`config.mk`:
```
export PLATFORM = sky130hd
export DESIGN_NAME = fslice_dispatch
export DESIGN_NICKNAME = d
export VERILOG_FILES = /design/src/rtl/fslice_pkg.sv /design/src/rtl/fslice_timebase.sv /design/src/rtl/fslice_flow_table.sv /design/src/rtl/fslice_path_load.sv /design/src/rtl/fslice_dispatch.sv
export SDC_FILE = /design/constraint.sdc
export NUM_CORES = 2
export LEC_CHECK = 0
export ABC_AREA = 1
export BUFFER_PORTS_ARGS = -buffer_cell sky130_fd_sc_hd__buf_2
export CORE_MARGIN = 4
export CORE_UTILIZATION = 45
export CTS_BUF_LIST = sky130_fd_sc_hd__clkbuf_4 sky130_fd_sc_hd__clkbuf_8
export DETAILED_ROUTE_END_ITERATION = 8
export SYNTH_ARGS = -nofsm -noshare
export SYNTH_HDL_FRONTEND = slang
export SYNTH_SLANG_ARGS = --single-unit
```
`constraint.sdc`:
```
create_clock -name clk -period 15.7 [get_ports clk]
set_input_delay 4.71 -clock clk [delete_from_list [all_inputs] [get_ports clk]]
set_output_delay 4.71 -clock clk [all_outputs]
set_load 0.01 [all_outputs]
```
`src/rtl/fslice_pkg.sv`:
```
package fslice_pkg;

    // Upper bounds for width-agnostic helpers
    localparam int MAX_FLOW_W = 64;
    localparam int MAX_IDX_W  = 16;

    // Why a packet was (or was not) given a fresh slice
    typedef enum logic [1:0] {
        SL_CONT  = 2'd0,   // same flow, gap within threshold
        SL_MISS  = 2'd1,   // entry empty
        SL_ALIAS = 2'd2,   // entry owned by another flow
        SL_IDLE  = 2'd3    // flow idle longer than threshold
    } slice_cause_e;

    // XOR fold: bit (i mod idx_w) of the result accumulates flow bit i
    function automatic logic [MAX_IDX_W-1:0] fold_hash(
        input logic [MAX_FLOW_W-1:0] flow,
        input int                    flow_w,
        input int                    idx_w
    );
        logic [MAX_IDX_W-1:0] h;
        h = '0;
        for (int i = 0; i < MAX_FLOW_W; i++) begin
            if (i < flow_w) begin
                h = h ^ (MAX_IDX_W'(flow[i]) << (i % idx_w));
            end
        end
        return h;
    endfunction

endpackage

```
`src/rtl/fslice_timebase.sv`:
```
module fslice_timebase #(
    parameter int TS_W = 20
) (
    input  logic            clk,
    input  logic            rst,
    output logic [TS_W-1:0] ts
);
    // Free-running tick counter; wraps naturally modulo 2^TS_W
    always_ff @(posedge clk) begin
        if (rst) begin
            ts <= '0;
        end else begin
            ts <= ts + 1'b1;
        end
    end
endmodule

```
`src/rtl/fslice_flow_table.sv`:
```
module fslice_flow_table #(
    parameter int FLOW_W = 32,
    parameter int IDX_W  = 6,
    parameter int TS_W   = 20,
    parameter int PATH_W = 2,
    localparam int DEPTH = 1 << IDX_W
) (
    input  logic              clk,
    input  logic              rst,
    input  logic [IDX_W-1:0]  rd_idx,
    output logic              rd_live,
    output logic [FLOW_W-1:0] rd_tag,
    output logic [TS_W-1:0]   rd_stamp,
    output logic [PATH_W-1:0] rd_path,
    input  logic              wr_en,
    input  logic [IDX_W-1:0]  wr_idx,
    input  logic [FLOW_W-1:0] wr_tag,
    input  logic [TS_W-1:0]   wr_stamp,
    input  logic [PATH_W-1:0] wr_path
);
    typedef struct packed {
        logic [FLOW_W-1:0] tag;
        logic [TS_W-1:0]   stamp;
        logic [PATH_W-1:0] path;
    } slot_t;

    slot_t            slot_q [DEPTH];
    logic [DEPTH-1:0] live_q;
    slot_t            rd_slot;

    // Only the occupancy bits need reset; payload is qualified by them
    always_ff @(posedge clk) begin
        if (rst) begin
            live_q <= '0;
        end else if (wr_en) begin
            live_q[wr_idx] <= 1'b1;
        end
    end

    always_ff @(posedge clk) begin
        if (wr_en) begin
            slot_q[wr_idx] <= '{tag: wr_tag, stamp: wr_stamp, path: wr_path};
        end
    end

    // Flop-based storage: a write at an edge is seen by the read after it
    assign rd_slot  = slot_q[rd_idx];
    assign rd_live  = live_q[rd_idx];
    assign rd_tag   = rd_slot.tag;
    assign rd_stamp = rd_slot.stamp;
    assign rd_path  = rd_slot.path;
endmodule

```
`src/rtl/fslice_path_load.sv`:
```
module fslice_path_load #(
    parameter int NUM_PATHS = 4,
    parameter int LEN_W     = 14,
    parameter int LOAD_W    = 24,
    parameter int PATH_W    = 2
) (
    input  logic                          clk,
    input  logic                          rst,
    input  logic                          add_en,
    input  logic [PATH_W-1:0]             add_path,
    input  logic [LEN_W-1:0]              add_len,
    input  logic [NUM_PATHS-1:0]          dep_valid,
    input  logic [NUM_PATHS*LEN_W-1:0]    dep_len,
    output logic [NUM_PATHS*LOAD_W-1:0]   load_flat,
    output logic [PATH_W-1:0]             min_path
);
    logic [LOAD_W-1:0] load_q [NUM_PATHS];

    for (genvar p = 0; p < NUM_PATHS; p++) begin : g_ctr
        logic [LOAD_W:0]   up;
        logic [LOAD_W:0]   down;
        logic [LOAD_W:0]   nxt;

        always_comb begin
            up = {1'b0, load_q[p]};
            if (add_en && (add_path == PATH_W'(p))) begin
                up = up + (LOAD_W+1)'(add_len);
            end
            down = dep_valid[p] ? (LOAD_W+1)'(dep_len[p*LEN_W +: LEN_W]) : '0;
            // add first, then retire; never below zero
            nxt = (up >= down) ? (up - down) : '0;
        end

        always_ff @(posedge clk) begin
            if (rst) begin
                load_q[p] <= '0;
            end else if (nxt[LOAD_W]) begin
                load_q[p] <= '1;
            end else begin
                load_q[p] <= nxt[LOAD_W-1:0];
            end
        end

        assign load_flat[p*LOAD_W +: LOAD_W] = load_q[p];
    end

    // Linear argmin; strict less-than keeps the lowest index on ties
    always_comb begin
        logic [LOAD_W-1:0] best_load;
        min_path  = '0;
        best_load = load_q[0];
        for (int q = 1; q < NUM_PATHS; q++) begin
            if (load_q[q] < best_load) begin
                best_load = load_q[q];
                min_path  = PATH_W'(q);
            end
        end
    end
endmodule

```
`src/rtl/fslice_dispatch.sv`:
```
module fslice_dispatch
    import fslice_pkg::*;
#(
    parameter int NUM_PATHS = 4,
    parameter int FLOW_W    = 32,
    parameter int LEN_W     = 14,
    parameter int LOAD_W    = 24,
    parameter int IDX_W     = 6,
    parameter int TS_W      = 20,
    localparam int PATH_W   = (NUM_PATHS > 1) ? $clog2(NUM_PATHS) : 1
) (
    input  logic                        clk,
    input  logic                        rst,
    input  logic                        in_valid,
    output logic                        in_ready,
    input  logic [FLOW_W-1:0]           in_flow,
    input  logic [LEN_W-1:0]            in_len,
    input  logic [TS_W-1:0]             slice_thresh,
    input  logic [NUM_PATHS-1:0]        dep_valid,
    input  logic [NUM_PATHS*LEN_W-1:0]  dep_len,
    output logic                        out_valid,
    output logic [PATH_W-1:0]           out_path,
    output logic                        out_slice_start,
    output logic [NUM_PATHS*LOAD_W-1:0] path_load
);
    typedef struct packed {
        logic              vld;
        logic              start;
        logic [PATH_W-1:0] path;
    } verdict_t;

    logic                  rdy_q;
    logic                  accept;
    logic [TS_W-1:0]       now_ts;
    logic [MAX_FLOW_W-1:0] flow_ext;
    logic [MAX_IDX_W-1:0]  idx_wide;
    logic [IDX_W-1:0]      idx;
    logic                  rd_live;
    logic [FLOW_W-1:0]     rd_tag;
    logic [TS_W-1:0]       rd_stamp;
    logic [PATH_W-1:0]     rd_path;
    logic [TS_W-1:0]       gap;
    slice_cause_e          cause;
    logic                  fresh;
    logic [PATH_W-1:0]     lightest;
    logic [PATH_W-1:0]     pick;
    verdict_t              verdict_q;

    // Ready once reset has been sampled low
    always_ff @(posedge clk) begin
        rdy_q <= !rst;
    end
    assign in_ready = rdy_q;
    assign accept   = in_valid && rdy_q;

    fslice_timebase #(.TS_W(TS_W)) u_time (
        .clk (clk),
        .rst (rst),
        .ts  (now_ts)
    );

    always_comb begin
        flow_ext = '0;
        flow_ext[FLOW_W-1:0] = in_flow;
    end
    assign idx_wide = fold_hash(flow_ext, FLOW_W, IDX_W);
    assign idx      = idx_wide[IDX_W-1:0];

    fslice_flow_table #(
        .FLOW_W (FLOW_W),
        .IDX_W  (IDX_W),
        .TS_W   (TS_W),
        .PATH_W (PATH_W)
    ) u_table (
        .clk      (clk),
        .rst      (rst),
        .rd_idx   (idx),
        .rd_live  (rd_live),
        .rd_tag   (rd_tag),
        .rd_stamp (rd_stamp),
        .rd_path  (rd_path),
        .wr_en    (accept),
        .wr_idx   (idx),
        .wr_tag   (in_flow),
        .wr_stamp (now_ts),
        .wr_path  (pick)
    );

    // Modular elapsed time survives the counter wrap
    assign gap = now_ts - rd_stamp;

    always_comb begin
        if (!rd_live) begin
            cause = SL_MISS;
        end else if (rd_tag != in_flow) begin
            cause = SL_ALIAS;
        end else if (gap > slice_thresh) begin
            cause = SL_IDLE;
        end else begin
            cause = SL_CONT;
        end
    end

    assign fresh = (cause != SL_CONT);
    assign pick  = fresh ? lightest : rd_path;

    fslice_path_load #(
        .NUM_PATHS (NUM_PATHS),
        .LEN_W     (LEN_W),
        .LOAD_W    (LOAD_W),
        .PATH_W    (PATH_W)
    ) u_load (
        .clk       (clk),
        .rst       (rst),
        .add_en    (accept),
        .add_path  (pick),
        .add_len   (in_len),
        .dep_valid (dep_valid),
        .dep_len   (dep_len),
        .load_flat (path_load),
        .min_path  (lightest)
    );

    always_ff @(posedge clk) begin
        if (rst) begin
            verdict_q <= '0;
        end else begin
            verdict_q.vld <= accept;
            if (accept) begin
                verdict_q.start <= fresh;
                verdict_q.path  <= pick;
            end
        end
    end

    assign out_valid       = verdict_q.vld;
    assign out_slice_start = verdict_q.start;
    assign out_path        = verdict_q.path;
endmodule

```
==> results_dict.tcl <==
set metrics [dict create \
    cts_tree "built" \
    synth_edf_count 3552 \
    peakVddDrop_v 0.0000837 \
    worst_pin_slew_ps 1260 \
    internal_power_mw 17.0 \
    multi_input_area_um2 42300 \
    max_freq_mhz 67.5 \
    num_vias 111044 \
    ys_seq_elements 3641 \
    gp_congestion 0.907 \
    grt_pass1_wl_mm 742 \
    final.min_clock_period_ps 14820 \
    relSlewSlack 0.163 \
    setup_viol 0 \
    fin_tns_setup_ps 0 \
    regArea_um2 108000 \
    p_clk_frac 0.327 \
    drc 0 \
    io_buffers 229 \
    syn_area_um2 154000 \
    drtAntennaViolNets 0 \
    clk_pin_slew_ps 60 \
    grt_pass1_vias 102274 \
    endpoint_kind "flop" \
    cts_buffer_depth 4 \
    cp-start-kind "input pin" \
    path_class "input pin to flop" \
    die_area_um2 353000 \
    p_comb_frac 0.232 \
    drt_iter0_drc 15685 \
    post-place-ws_ps -837 \
    dieHeight_um 594 \
    p_per_area_nw_per_um2 140 \
    cpPeakStageDelay_ps 430 \
    hp-class "flop to flop" \
    wl_per_cell_um 27.1 \
    synth_cells 13472 \
    insertion_delay_ps 1220 \
    placedCellCount 18472 \
    crit_required_ps 16690 \
    leakagePower_nw 68.3 \
    drive_gt1_frac 0.142 \
    critical_path_peak_fanout 13 \
    io_pins 230 \
    fin_worst_skew_ps 101 \
    status "complete, no violations" \
    numCtsBuffers 597 \
    dpl_cell_area_um2 166000 \
    synth_cell_types 68 \
    period_share 0.944 \
    postLayoutCellArea_um2 178000 \
    drv_slew 0 \
    dp_hpwl_mm 298 \
    wl_mm 529 \
    grt.overflow.total 0 \
    power.net_switching_mw 7.91 \
    total_power_mw 25.0 \
    fillers 29654 \
    synthToLayoutAreaGrowth_pct 15.2 \
    hold_viol 0 \
    finalWorstSetupSlack_ps 875 \
    p_sw_frac 0.317 \
    p_seq_frac 0.442 \
    stdcell_count 19540 \
    cap_violations 0 \
    slowest_stage "o41ai_1" \
    grt_max_degree 198 \
    final_common_cell "edfxtp_1" \
    first_pass_iters 6 \
    crit_arrival_ps 15810 \
    htreeDepth 6 \
    cts_root_buffer "clkbuf_8" \
    ys.warnings.count 0 \
    die_x_um 594 \
    syn_area_per_cell_um2 11.5 \
    synth-main-ff-cell "edfxtp_1" \
    num_rows 214 \
    postSynth.asyncResetShare 0 \
    grt.total_usage 0.288 \
    synth_seq_area_share 0.702 \
    grt_antenna_before_repair 24 \
    nets 14895 \
    clkSinkCount 3641 \
    cpMostUsedCell "nand2_1" \
    start_util 0.453 \
    final_cell_mix "edfxtp_1 (3,552), nand2_1 (3,325), nor2_1 (2,098)" \
    vias_per_cell 5.68 \
    core_area_um2 341000 \
]
## sequential cells by signal, summed over array words and instances (netlist names)
name / flops
u_time.ts: 20
in_ready: 1
u_table.live_q: 64
out_slice_start: 1
out_valid: 1
u_table.slot_q: 3456
out_path: 2
u_load.load_q: 96
## final cells by class
class,instances,share of cell area
clock buffer,818,0.0562
timing repair buffer,1027,0.0439
antenna,15,0.000211
inverter,546,0.0118
tap,4536,0.0319
clock inverter,234,0.00850
sequential,3641,0.610
multi-input combinational,8723,0.238
## worst max-delay path, delay by kind of cell
kind / cells / cell delay [ps]
compound gates: 23 / 3820
simple gates: 34 / 2970
buf+inv: 18 / 2480
fa+ha+maj: 4 / 1150
xor+xnor: 3 / 610
## path summary, 6_finish.rpt
path,startpoint,end,slack (ps),depth (start not counted)
worst max-delay path,in_flow[26],u_load.load_q[2][22],880,82
worst min-delay path,u_table.live_q[10],u_table.live_q[10],470,2
worst max register to register,u_load.load_q[0][19],u_load.load_q[1][16],5200,60
worst min register to register,u_table.live_q[10],u_table.live_q[10],470,2
## kinds of logic (layout without fill, tap and decap cells)
group / count (synthesis) / after routing / share of synthesized area
AND/OR/NAND/NOR: 5928 / 5928 / 0.150
XOR/XNOR: 187 / 187 / 0.0112
AO/OA/AOI/OAI: 2282 / 2282 / 0.0863
adder cells (fa/ha/maj): 230 / 230 / 0.0191
flip-flops: 3641 / 3641 / 0.702
buffers and inverters: 1203 / 2625 / 0.0315
other: 1 / 111 / 0.0000243
## per-layer routing
layer / routed length [µm] / track usage
met1: 212000 / 0.400
met2: 241000 / 0.452
met3: 52900 / 0.0510
met4: 22700 / 0.112
met5: 86 / 0
## cells in the mapped netlist, types with 4 or more instances
cell type,number,area share
edfxtp_1,3552,0.69
nand2_1,3329,0.081
nor2_1,2163,0.053
o21ai_0,1046,0.034
inv_1,516,0.013
a21oi_1,341,0.011
clkbuf_1,337,0.0082
o21ai_1,252,0.0082
ha_1,221,0.018
buf_2,220,0.0071
a22o_1,181,0.010
nand3_1,179,0.0058
a221oi_1,167,0.0095
o22ai_1,128,0.0052
nand4_1,120,0.0049
xor2_1,108,0.0061
dfxtp_1,89,0.012
buf_1,80,0.0019
xnor2_1,72,0.0041
nor3_1,49,0.0016
a31oi_1,46,0.0019
o41ai_1,31,0.0018
nor4_1,29,0.0012
inv_2,23,0.00056
nand3b_1,22,0.0011
buf_4,19,0.00092
o31ai_1,18,0.00087
o21bai_1,15,0.00073
o21a_1,11,0.00053
fa_1,9,0.0012
o211ai_1,7,0.00034
o221ai_1,7,0.00040
a211oi_1,6,0.00029
a21o_1,6,0.00029
clkinv_1,6,0.00015
nand3_2,5,0.00032
nor3b_1,5,0.00024
or2_2,5,0.00020
a221o_1,4,0.00026
nand2_2,4,0.00016
o21ai_2,4,0.00023
## metrics by stage
step	util	hold WS, ps
floorplan	-	441
global placement	0.488	449
detailed placement	0.488	457
CTS	0.521	470
global route	0.522	488
finish	0.522	465
## timing repair
| item | in CTS | in global routing |
|---|---|---|
| setup endpoints to repair | 0 | 96 |
| hold buffers | 0 | 0 |
| gates resized for setup | 0 | 33 |
| buffers inserted | 0 | 1 |
| endpoints found under the hold margin | 0 | 0 |
## power groups by stage
stage	logic, mW	registers (mW)	clock network [mW]
6_report	5.78	11.0	8.15
3_3_place_gp	5.64	11.2	0
5_1_grt	6.30	11.0	8.68
3_5_place_dp	5.66	11.2	0
2_1_floorplan	3.25	11.2	0
4_1_cts	5.69	11.0	8.23
No activity file was read; power rests on OpenSTA's default activity.
